### src/rtl/alu8_pkg.sv
package alu8_pkg;

  localparam int unsigned ALU_DW = 8;
  localparam int unsigned WK_W   = 6;
  localparam int unsigned OPW    = 5;
  localparam int unsigned FLW    = 6;

  typedef enum logic [OPW-1:0] {
    OP_ADD   = 5'd0,
    OP_ADC   = 5'd1,
    OP_SUB   = 5'd2,
    OP_SBC   = 5'd3,
    OP_AND   = 5'd4,
    OP_OR    = 5'd5,
    OP_XOR   = 5'd6,
    OP_COM   = 5'd7,
    OP_NEG   = 5'd8,
    OP_INC   = 5'd9,
    OP_DEC   = 5'd10,
    OP_LSL   = 5'd11,
    OP_LSR   = 5'd12,
    OP_ROL   = 5'd13,
    OP_ROR   = 5'd14,
    OP_ASR   = 5'd15,
    OP_SWAP  = 5'd16,
    OP_SETFF = 5'd17,
    OP_CMP   = 5'd18,
    OP_CPC   = 5'd19,
    OP_WADD  = 5'd20,
    OP_WSUB  = 5'd21
  } alu_op_e;

  // Packed so that c lands in bit 0 and h in bit 5.
  typedef struct packed {
    logic h;
    logic s;
    logic v;
    logic n;
    logic z;
    logic c;
  } flags_t;

  function automatic flags_t flag_mask(alu_op_e op);
    flags_t m;
    m = '0;
    case (op)
      OP_ADD, OP_ADC, OP_SUB, OP_SBC, OP_CMP, OP_CPC, OP_NEG:
        m = '{h: 1'b1, s: 1'b1, v: 1'b1, n: 1'b1, z: 1'b1, c: 1'b1};
      OP_AND, OP_OR, OP_XOR, OP_INC, OP_DEC:
        m = '{h: 1'b0, s: 1'b1, v: 1'b1, n: 1'b1, z: 1'b1, c: 1'b0};
      OP_COM, OP_LSL, OP_LSR, OP_ROL, OP_ROR, OP_ASR, OP_WADD, OP_WSUB:
        m = '{h: 1'b0, s: 1'b1, v: 1'b1, n: 1'b1, z: 1'b1, c: 1'b1};
      default: m = '0;
    endcase
    return m;
  endfunction

  function automatic logic op_is_arith(alu_op_e op);
    return op inside {OP_ADD, OP_ADC, OP_SUB, OP_SBC, OP_CMP, OP_CPC,
                      OP_NEG, OP_INC, OP_DEC};
  endfunction

  function automatic logic op_is_shift(alu_op_e op);
    return op inside {OP_LSL, OP_LSR, OP_ROL, OP_ROR, OP_ASR};
  endfunction

  function automatic logic op_is_logic(alu_op_e op);
    return op inside {OP_AND, OP_OR, OP_XOR};
  endfunction

  function automatic logic op_is_word(alu_op_e op);
    return op inside {OP_WADD, OP_WSUB};
  endfunction

  function automatic logic op_sticky_z(alu_op_e op);
    return op inside {OP_SBC, OP_CPC};
  endfunction

  function automatic logic op_writes(alu_op_e op);
    return (op <= OP_WSUB) && !(op inside {OP_CMP, OP_CPC});
  endfunction

endpackage

### src/rtl/alu8_addsub.sv
module alu8_addsub #(
  parameter int unsigned DW = 8
) (
  input  logic [DW-1:0] a_i,
  input  logic [DW-1:0] b_i,
  input  logic          cin_i,
  input  logic          sub_i,
  output logic [DW-1:0] sum_o,
  output logic          c_o,
  output logic          h_o,
  output logic          v_o
);
  localparam int unsigned HB = DW / 2;

  logic [DW-1:0] bx;
  logic          ci;
  logic [DW:0]   full;
  logic [HB:0]   part;

  // Subtraction is a + ~b + ~borrow; the carries are inverted back to borrows.
  always_comb begin
    bx    = sub_i ? ~b_i : b_i;
    ci    = sub_i ? ~cin_i : cin_i;
    full  = {1'b0, a_i} + {1'b0, bx} + {{DW{1'b0}}, ci};
    part  = {1'b0, a_i[HB-1:0]} + {1'b0, bx[HB-1:0]} + {{HB{1'b0}}, ci};
    sum_o = full[DW-1:0];
    c_o   = full[DW] ^ sub_i;
    h_o   = part[HB] ^ sub_i;
    v_o   = (a_i[DW-1] == bx[DW-1]) && (full[DW-1] != a_i[DW-1]);
  end

endmodule

### src/rtl/alu8_bitops.sv
module alu8_bitops
  import alu8_pkg::*;
#(
  parameter int unsigned DW = 8
) (
  input  alu_op_e       op_i,
  input  logic [DW-1:0] a_i,
  input  logic [DW-1:0] b_i,
  input  logic          cin_i,
  output logic [DW-1:0] res_o,
  output logic          c_o
);
  localparam int unsigned HB = DW / 2;

  always_comb begin
    res_o = a_i;
    c_o   = cin_i;
    case (op_i)
      OP_AND:   res_o = a_i & b_i;
      OP_OR:    res_o = a_i | b_i;
      OP_XOR:   res_o = a_i ^ b_i;
      OP_COM: begin
        res_o = ~a_i;
        c_o   = 1'b1;
      end
      OP_LSL: begin
        res_o = {a_i[DW-2:0], 1'b0};
        c_o   = a_i[DW-1];
      end
      OP_LSR: begin
        res_o = {1'b0, a_i[DW-1:1]};
        c_o   = a_i[0];
      end
      OP_ROL: begin
        res_o = {a_i[DW-2:0], cin_i};
        c_o   = a_i[DW-1];
      end
      OP_ROR: begin
        res_o = {cin_i, a_i[DW-1:1]};
        c_o   = a_i[0];
      end
      OP_ASR: begin
        res_o = {a_i[DW-1], a_i[DW-1:1]};
        c_o   = a_i[0];
      end
      OP_SWAP:  res_o = {a_i[HB-1:0], a_i[DW-1:HB]};
      OP_SETFF: res_o = '1;
      default:  res_o = a_i;
    endcase
  end

endmodule

### src/rtl/alu8_word.sv
module alu8_word #(
  parameter int unsigned DW = 8,
  parameter int unsigned KW = 6
) (
  input  logic [DW-1:0]   lo_i,
  input  logic [DW-1:0]   hi_i,
  input  logic [KW-1:0]   k_i,
  input  logic            sub_i,
  output logic [2*DW-1:0] res_o,
  output logic            c_o,
  output logic            v_o
);
  localparam int unsigned PW = 2 * DW;

  logic [PW:0] pair_x;
  logic [PW:0] k_x;
  logic [PW:0] full;

  always_comb begin
    pair_x = {1'b0, hi_i, lo_i};
    k_x    = {{(PW + 1 - KW){1'b0}}, k_i};
    full   = sub_i ? (pair_x - k_x) : (pair_x + k_x);
    res_o  = full[PW-1:0];
    c_o    = full[PW];
    // The immediate is non-negative, so overflow is a sign change in one direction only.
    v_o    = sub_i ? (hi_i[DW-1] & ~full[PW-1]) : (~hi_i[DW-1] & full[PW-1]);
  end

endmodule

### src/rtl/alu8_core.sv
module alu8_core
  import alu8_pkg::*;
#(
  parameter int unsigned DW = ALU_DW,
  parameter int unsigned KW = WK_W
) (
  input  logic           clk,
  input  logic           rst_n,
  input  logic           in_valid,
  output logic           in_ready,
  input  logic [OPW-1:0] in_op,
  input  logic [DW-1:0]  in_a,
  input  logic [DW-1:0]  in_b,
  input  logic [DW-1:0]  in_imm,
  input  logic           in_use_imm,
  output logic           out_valid,
  input  logic           out_ready,
  output logic [DW-1:0]  out_res,
  output logic [DW-1:0]  out_res_hi,
  output logic           out_wr,
  output logic [FLW-1:0] flags
);

  alu_op_e         op;
  logic            in_fire;
  logic [DW-1:0]   b_eff;
  flags_t          flag_q;
  flags_t          flag_d;
  flags_t          cand;
  flags_t          mask;

  logic [DW-1:0]   as_a;
  logic [DW-1:0]   as_b;
  logic            as_cin;
  logic            as_sub;
  logic [DW-1:0]   as_sum;
  logic            as_c;
  logic            as_h;
  logic            as_v;

  logic [DW-1:0]   bo_res;
  logic            bo_c;

  logic [2*DW-1:0] wd_res;
  logic            wd_c;
  logic            wd_v;

  logic [DW-1:0]   res_lo;
  logic [DW-1:0]   res_hi;
  logic            zero_raw;

  logic            out_valid_q;
  logic [DW-1:0]   out_res_q;
  logic [DW-1:0]   out_res_hi_q;
  logic            out_wr_q;

  assign op       = alu_op_e'(in_op);
  assign b_eff    = in_use_imm ? in_imm : in_b;
  assign in_ready = !out_valid_q || out_ready;
  assign in_fire  = in_valid && in_ready;

  // Operand routing for the shared adder.
  always_comb begin
    as_a   = in_a;
    as_b   = b_eff;
    as_cin = 1'b0;
    as_sub = 1'b0;
    case (op)
      OP_ADC:                 as_cin = flag_q.c;
      OP_SUB, OP_CMP:         as_sub = 1'b1;
      OP_SBC, OP_CPC: begin
        as_sub = 1'b1;
        as_cin = flag_q.c;
      end
      OP_NEG: begin
        as_a   = '0;
        as_b   = in_a;
        as_sub = 1'b1;
      end
      OP_INC:                 as_b = {{(DW-1){1'b0}}, 1'b1};
      OP_DEC: begin
        as_b   = {{(DW-1){1'b0}}, 1'b1};
        as_sub = 1'b1;
      end
      default: ;
    endcase
  end

  alu8_addsub #(.DW(DW)) u_addsub (
    .a_i   (as_a),
    .b_i   (as_b),
    .cin_i (as_cin),
    .sub_i (as_sub),
    .sum_o (as_sum),
    .c_o   (as_c),
    .h_o   (as_h),
    .v_o   (as_v)
  );

  alu8_bitops #(.DW(DW)) u_bitops (
    .op_i  (op),
    .a_i   (in_a),
    .b_i   (b_eff),
    .cin_i (flag_q.c),
    .res_o (bo_res),
    .c_o   (bo_c)
  );

  alu8_word #(.DW(DW), .KW(KW)) u_word (
    .lo_i  (in_a),
    .hi_i  (in_b),
    .k_i   (in_imm[KW-1:0]),
    .sub_i (op == OP_WSUB),
    .res_o (wd_res),
    .c_o   (wd_c),
    .v_o   (wd_v)
  );

  // Candidate flags from the selected unit, then merged under the per-op mask.
  always_comb begin
    cand     = '0;
    res_lo   = bo_res;
    res_hi   = '0;
    zero_raw = 1'b0;
    if (op_is_word(op)) begin
      res_lo   = wd_res[DW-1:0];
      res_hi   = wd_res[2*DW-1:DW];
      cand.c   = wd_c;
      cand.v   = wd_v;
      cand.n   = wd_res[2*DW-1];
      zero_raw = (wd_res == '0);
    end else if (op_is_arith(op)) begin
      res_lo   = as_sum;
      cand.c   = as_c;
      cand.h   = as_h;
      cand.v   = as_v;
      cand.n   = as_sum[DW-1];
      zero_raw = (as_sum == '0);
    end else begin
      cand.c   = bo_c;
      cand.n   = bo_res[DW-1];
      cand.v   = op_is_shift(op) ? (bo_res[DW-1] ^ bo_c) : 1'b0;
      zero_raw = (bo_res == '0);
    end
    cand.z = zero_raw & (op_sticky_z(op) ? flag_q.z : 1'b1);
    cand.s = cand.n ^ cand.v;
    mask   = flag_mask(op);
    flag_d = flags_t'((mask & cand) | (~mask & flag_q));
  end

  always_ff @(posedge clk or negedge rst_n) begin
    if (!rst_n) begin
      flag_q       <= '0;
      out_valid_q  <= 1'b0;
      out_res_q    <= '0;
      out_res_hi_q <= '0;
      out_wr_q     <= 1'b0;
    end else if (in_fire) begin
      flag_q       <= flag_d;
      out_valid_q  <= 1'b1;
      out_res_q    <= res_lo;
      out_res_hi_q <= res_hi;
      out_wr_q     <= op_writes(op);
    end else if (out_ready) begin
      out_valid_q  <= 1'b0;
    end
  end

  assign out_valid  = out_valid_q;
  assign out_res    = out_res_q;
  assign out_res_hi = out_res_hi_q;
  assign out_wr     = out_wr_q;
  assign flags      = flag_q;


  stall_hold_chk: assert property (@(posedge clk) disable iff (!rst_n)
    (out_valid && !out_ready) |=>
      (out_valid && $stable(out_res) && $stable(out_res_hi) && $stable(out_wr)));


  flags_idle_chk: assert property (@(posedge clk) disable iff (!rst_n)
    !(in_valid && in_ready) |=> $stable(flags));


  sign_rule_chk: assert property (@(posedge clk) disable iff (!rst_n)
    flags[4] == (flags[2] ^ flags[3]));


  incdec_carry_chk: assert property (@(posedge clk) disable iff (!rst_n)
    (in_fire && (in_op == 5'd9 || in_op == 5'd10)) |=>
      (flags[0] == $past(flags[0]) && flags[5] == $past(flags[5])));


  logic_v_clear_chk: assert property (@(posedge clk) disable iff (!rst_n)
    (in_fire && (in_op == 5'd4 || in_op == 5'd5 || in_op == 5'd6)) |=>
      (!flags[3] && flags[0] == $past(flags[0])));


  compare_nowrite_chk: assert property (@(posedge clk) disable iff (!rst_n)
    (in_fire && (in_op == 5'd18 || in_op == 5'd19)) |=> !out_wr);


  swap_flags_chk: assert property (@(posedge clk) disable iff (!rst_n)
    (in_fire && (in_op == 5'd16 || in_op == 5'd17 || in_op > 5'd21)) |=> $stable(flags));

endmodule

### config.mk
export PLATFORM = sky130hd
export DESIGN_NAME = alu8_core
export DESIGN_NICKNAME = d
export VERILOG_FILES = /design/src/rtl/alu8_pkg.sv /design/src/rtl/alu8_addsub.sv /design/src/rtl/alu8_bitops.sv /design/src/rtl/alu8_word.sv /design/src/rtl/alu8_core.sv
export SDC_FILE = /design/constraint.sdc
export NUM_CORES = 1
export LEC_CHECK = 0
export ABC_AREA = 1
export CAP_MARGIN = 5
export CORE_MARGIN = 2
export CORE_UTILIZATION = 55
export CTS_BUF_LIST = sky130_fd_sc_hd__clkbuf_8
export DETAILED_ROUTE_END_ITERATION = 6
export DONT_BUFFER_PORTS = 1
export HOLD_SLACK_MARGIN = 0.03
export PLACE_DENSITY = 0.73
export SYNTH_ARGS = -nofsm -noshare
export SYNTH_HDL_FRONTEND = slang
export SYNTH_SLANG_ARGS = --single-unit
### constraint.sdc
create_clock -name clk -period 2.2 [get_ports clk]
set_input_delay 0.66 -clock clk [delete_from_list [all_inputs] [get_ports clk]]
set_output_delay 0.66 -clock clk [all_outputs]
set_load 0.005 [all_outputs]
==> impl_metrics.yaml <==
job:
  max_cap_violations: 0
route:
  ant_nets: 0
  wl_um: 24330
  viasPerCell: 6.474
  drc: 4
  drtIter0Drc: 943
  post_drt_wl_per_cell_um: 22.56
  drt_pass1_iterations: 7
  vias: 6979
sta:
  period_needed_ns: 3.547
  fin_ws_ns: -1.347
  fmax_mhz: 281.9
  finalMaxSlewViolations: 0
  tns_ns: -15.78
  whs_ns: 0.05299
  fin_crit_sh: 1.612
  max_slew_margin: 0.4367
  tightest_slew_ns: 0.8361
  skew_ns: 0.009595
  setup_viol: 22
  hold_violations: 0
  rsz0062_at_grt: "true"
worst_setup_path:
  crit_family: "simple AND/OR/NAND/NOR gates"
  max_stage_delay_ns: 0.35
  worstPathMaxFanout: 7
  r2r_cells: 16
  crit_slowest_cell: "ha_1"
  path_cells: "clkinv_16, ha_4, inv_1, nor2_2, nand2_2, nand3_4, buf_8, o22ai_2, xor2_1, ha_1, inv_1, o21ai_0, nand2_1, nand4_1, xor2_1, nand4_1, nand2_1, nand2_2, a21oi_2"
  crit_path_end_kind: "flip-flop"
  critPathKind: "input port to flip-flop"
  rrSetupSlack_ns: -0.77
  start_kind: "input port"
  worstPathRequired_ns: 2.42
  arrival_ns: 3.76
  path_buf_inv: 4
place:
  dp_hpwl_um: 13550
  gp_congestion: 1.027
  dpl.cell_count: 1041
  io_buffers: 0
  placed_area_um2: 5816
  post-place-ws_ns: -1.259
global_routing:
  grt_pass1_vias: 6155
  antenna_found_initial: 0
  grt_use_total: 0.4470
  grt_overflow: 0
  grt_max_degree: 25
  grt_pass1_wl_um: 30750
hold_path:
  min_path_type: "input port to async pin"
yosys:
  synthMuxAreaShare: 0
  synth_top_area_share: 0.2237
  netlist_instances: 786
  postSynthAreaPerCell_um2: 5.614
  synth_xor_area_frac: 0.03572
  yosys.area_share.adder: 0.1497
  synth_fp_nets: 871
  synth_compound_area_frac: 0.1378
  synth_area_um2: 4413
  synthFlopType: "dfrtp_1"
  synthSimpleGateAreaFrac: 0.4213
  yosys-top-cells-area: "nand2_1 22%, dfrtp_1 14%, ha_1 14%, inv_1 11%, nor2_1 8.4%"
  synth_top_area_cell: "nand2_1"
  synth-edff-count: 0
  synth_cell_types: 38
  ys_seq_area_frac: 0.1361
  synth_top_family_by_area: "simple AND/OR/NAND/NOR gates"
  yosys_warnings: 0
  yosys_register_bits: 24
  synthArstFlopShare: 1.000
clocking:
  path_clk_slew_ns: 0.10
  htreeDepth: 1
  cts_tree: "yes"
  clk_latency_ns: 0.29
  cts_max_path_buffers: 2
  cts_buffers: 3
  cts_num_sinks: 24
  cts_hold_buffers: 0
  root_buffer: "clkbuf_8"
cells_and_area:
  finalNetCount: 1062
  antenna_cells: 0
  fin_area_um2: 7003
  area_delta_synth_final_pct: 58.69
  final_cells: 1078
  fin_util: 0.9016
  nFillCells: 361
  drive_above_1_share: 0.3914
pwr:
  peakVddDrop_mv: 0.2940
  p_per_area_nw_per_um2: 448.7
  finalPower_mw: 3.142
  leakage_nw: 3.817
floorplan:
  start_util: 0.5681
  ios: 59
  coreArea_um2: 7767
  die-area_um2: 8756
  rows: 32
  die_x_um: 93.58
  die_h_um: 93.58
status:
  violations: "DRC, setup timing"
  status: "complete, but fails checks"
## cell families (layout without fill, tap and decap cells)
kind of cell             after synthesis  after routing
AO/OA/AOI/OAI                        105            105
adder cells (fa/ha/maj)               51             51
AND/OR/NAND/NOR                      450            450
XOR/XNOR                              18             18
flip-flops                            24             24
buffers and inverters                138            328
## cell usage after synthesis, drive strengths merged, types with 2 or more instances
cell type    n
o22ai        7
xnor2        2
nand3       57
clkbuf       5
buf          3
nand4       12
dfrtp       24
o211ai       5
nand3b       3
ha          48
a31oi        2
inv        129
fa           3
o21bai       5
nand2      266
xor2        16
nor3         4
o21ai       46
a22o         4
a21oi       31
nor2       105
## cells in the final DEF, fill, tap and decap left out, types with 6 or more instances in the layout
| cell type | Yosys | routed |
|---|---|---|
| ha_4 | 0 | 10 |
| nand3_2 | 0 | 17 |
| o21ai_0 | 46 | 26 |
| xor2_2 | 0 | 6 |
| nand2_2 | 1 | 51 |
| inv_1 | 125 | 107 |
| nand2_1 | 263 | 205 |
| o21ai_2 | 0 | 12 |
| nand2_4 | 2 | 9 |
| nand4_1 | 12 | 12 |
| dfrtp_1 | 24 | 24 |
| nand3_1 | 56 | 37 |
| ha_1 | 48 | 36 |
| a21oi_2 | 1 | 10 |
| nor2_1 | 99 | 87 |
| xor2_1 | 16 | 10 |
| nor2_2 | 6 | 12 |
| buf_4 | 2 | 172 |
| inv_2 | 4 | 15 |
| buf_6 | 0 | 19 |
| nor2_4 | 0 | 6 |
| a21oi_1 | 29 | 18 |
## timing repair
item,4_1_cts,5_1_grt
endpoints found under the setup margin,22,22
gates resized for setup,111,113
pin swaps,49,63
buffers inserted,21,17
## power breakdown
group	internal (mW)	switching (mW)	leakage, nW
registers	0.512	0.0808	0.305
clock network	0.244	0.166	0.0357
logic	0.926	1.21	3.48
total	1.68	1.46	3.82
## worst max path at each step
stage | from | end | slack [ns] | cells after the start
after global placement | in_op[0] | flip-flop | -1.12 | 22
after floorplan | in_op[1] | flip-flop | -0.95 | 23
after detailed placement | in_op[0] | flip-flop | -1.26 | 23
after CTS | in_op[1] | flip-flop | -0.75 | 22
final | in_op[0] | flip-flop | -1.35 | 19
after global routing | in_op[1] | flip-flop | -1.50 | 21
## final cells by class
| class | instances | area, um^2 | share of cell area |
|---|---|---|---|
| sequential | 24 | 600.6 | 0.08576 |
| multi-input combinational | 624 | 4085 | 0.5833 |
| timing repair buffer | 194 | 1560 | 0.2228 |
| clock buffer | 3 | 41.29 | 0.005896 |
| tap | 102 | 127.6 | 0.01822 |
| inverter | 130 | 558.0 | 0.07969 |
| clock inverter | 1 | 30.03 | 0.004288 |
## per-layer routing
layer  global-route usage  part of all wire
met1               0.5396              0.32
met2               0.7062              0.43
met3               0.1410              0.15
met4               0.2415              0.11
met5                    0                 0
(Power assumes the default switching activity.)
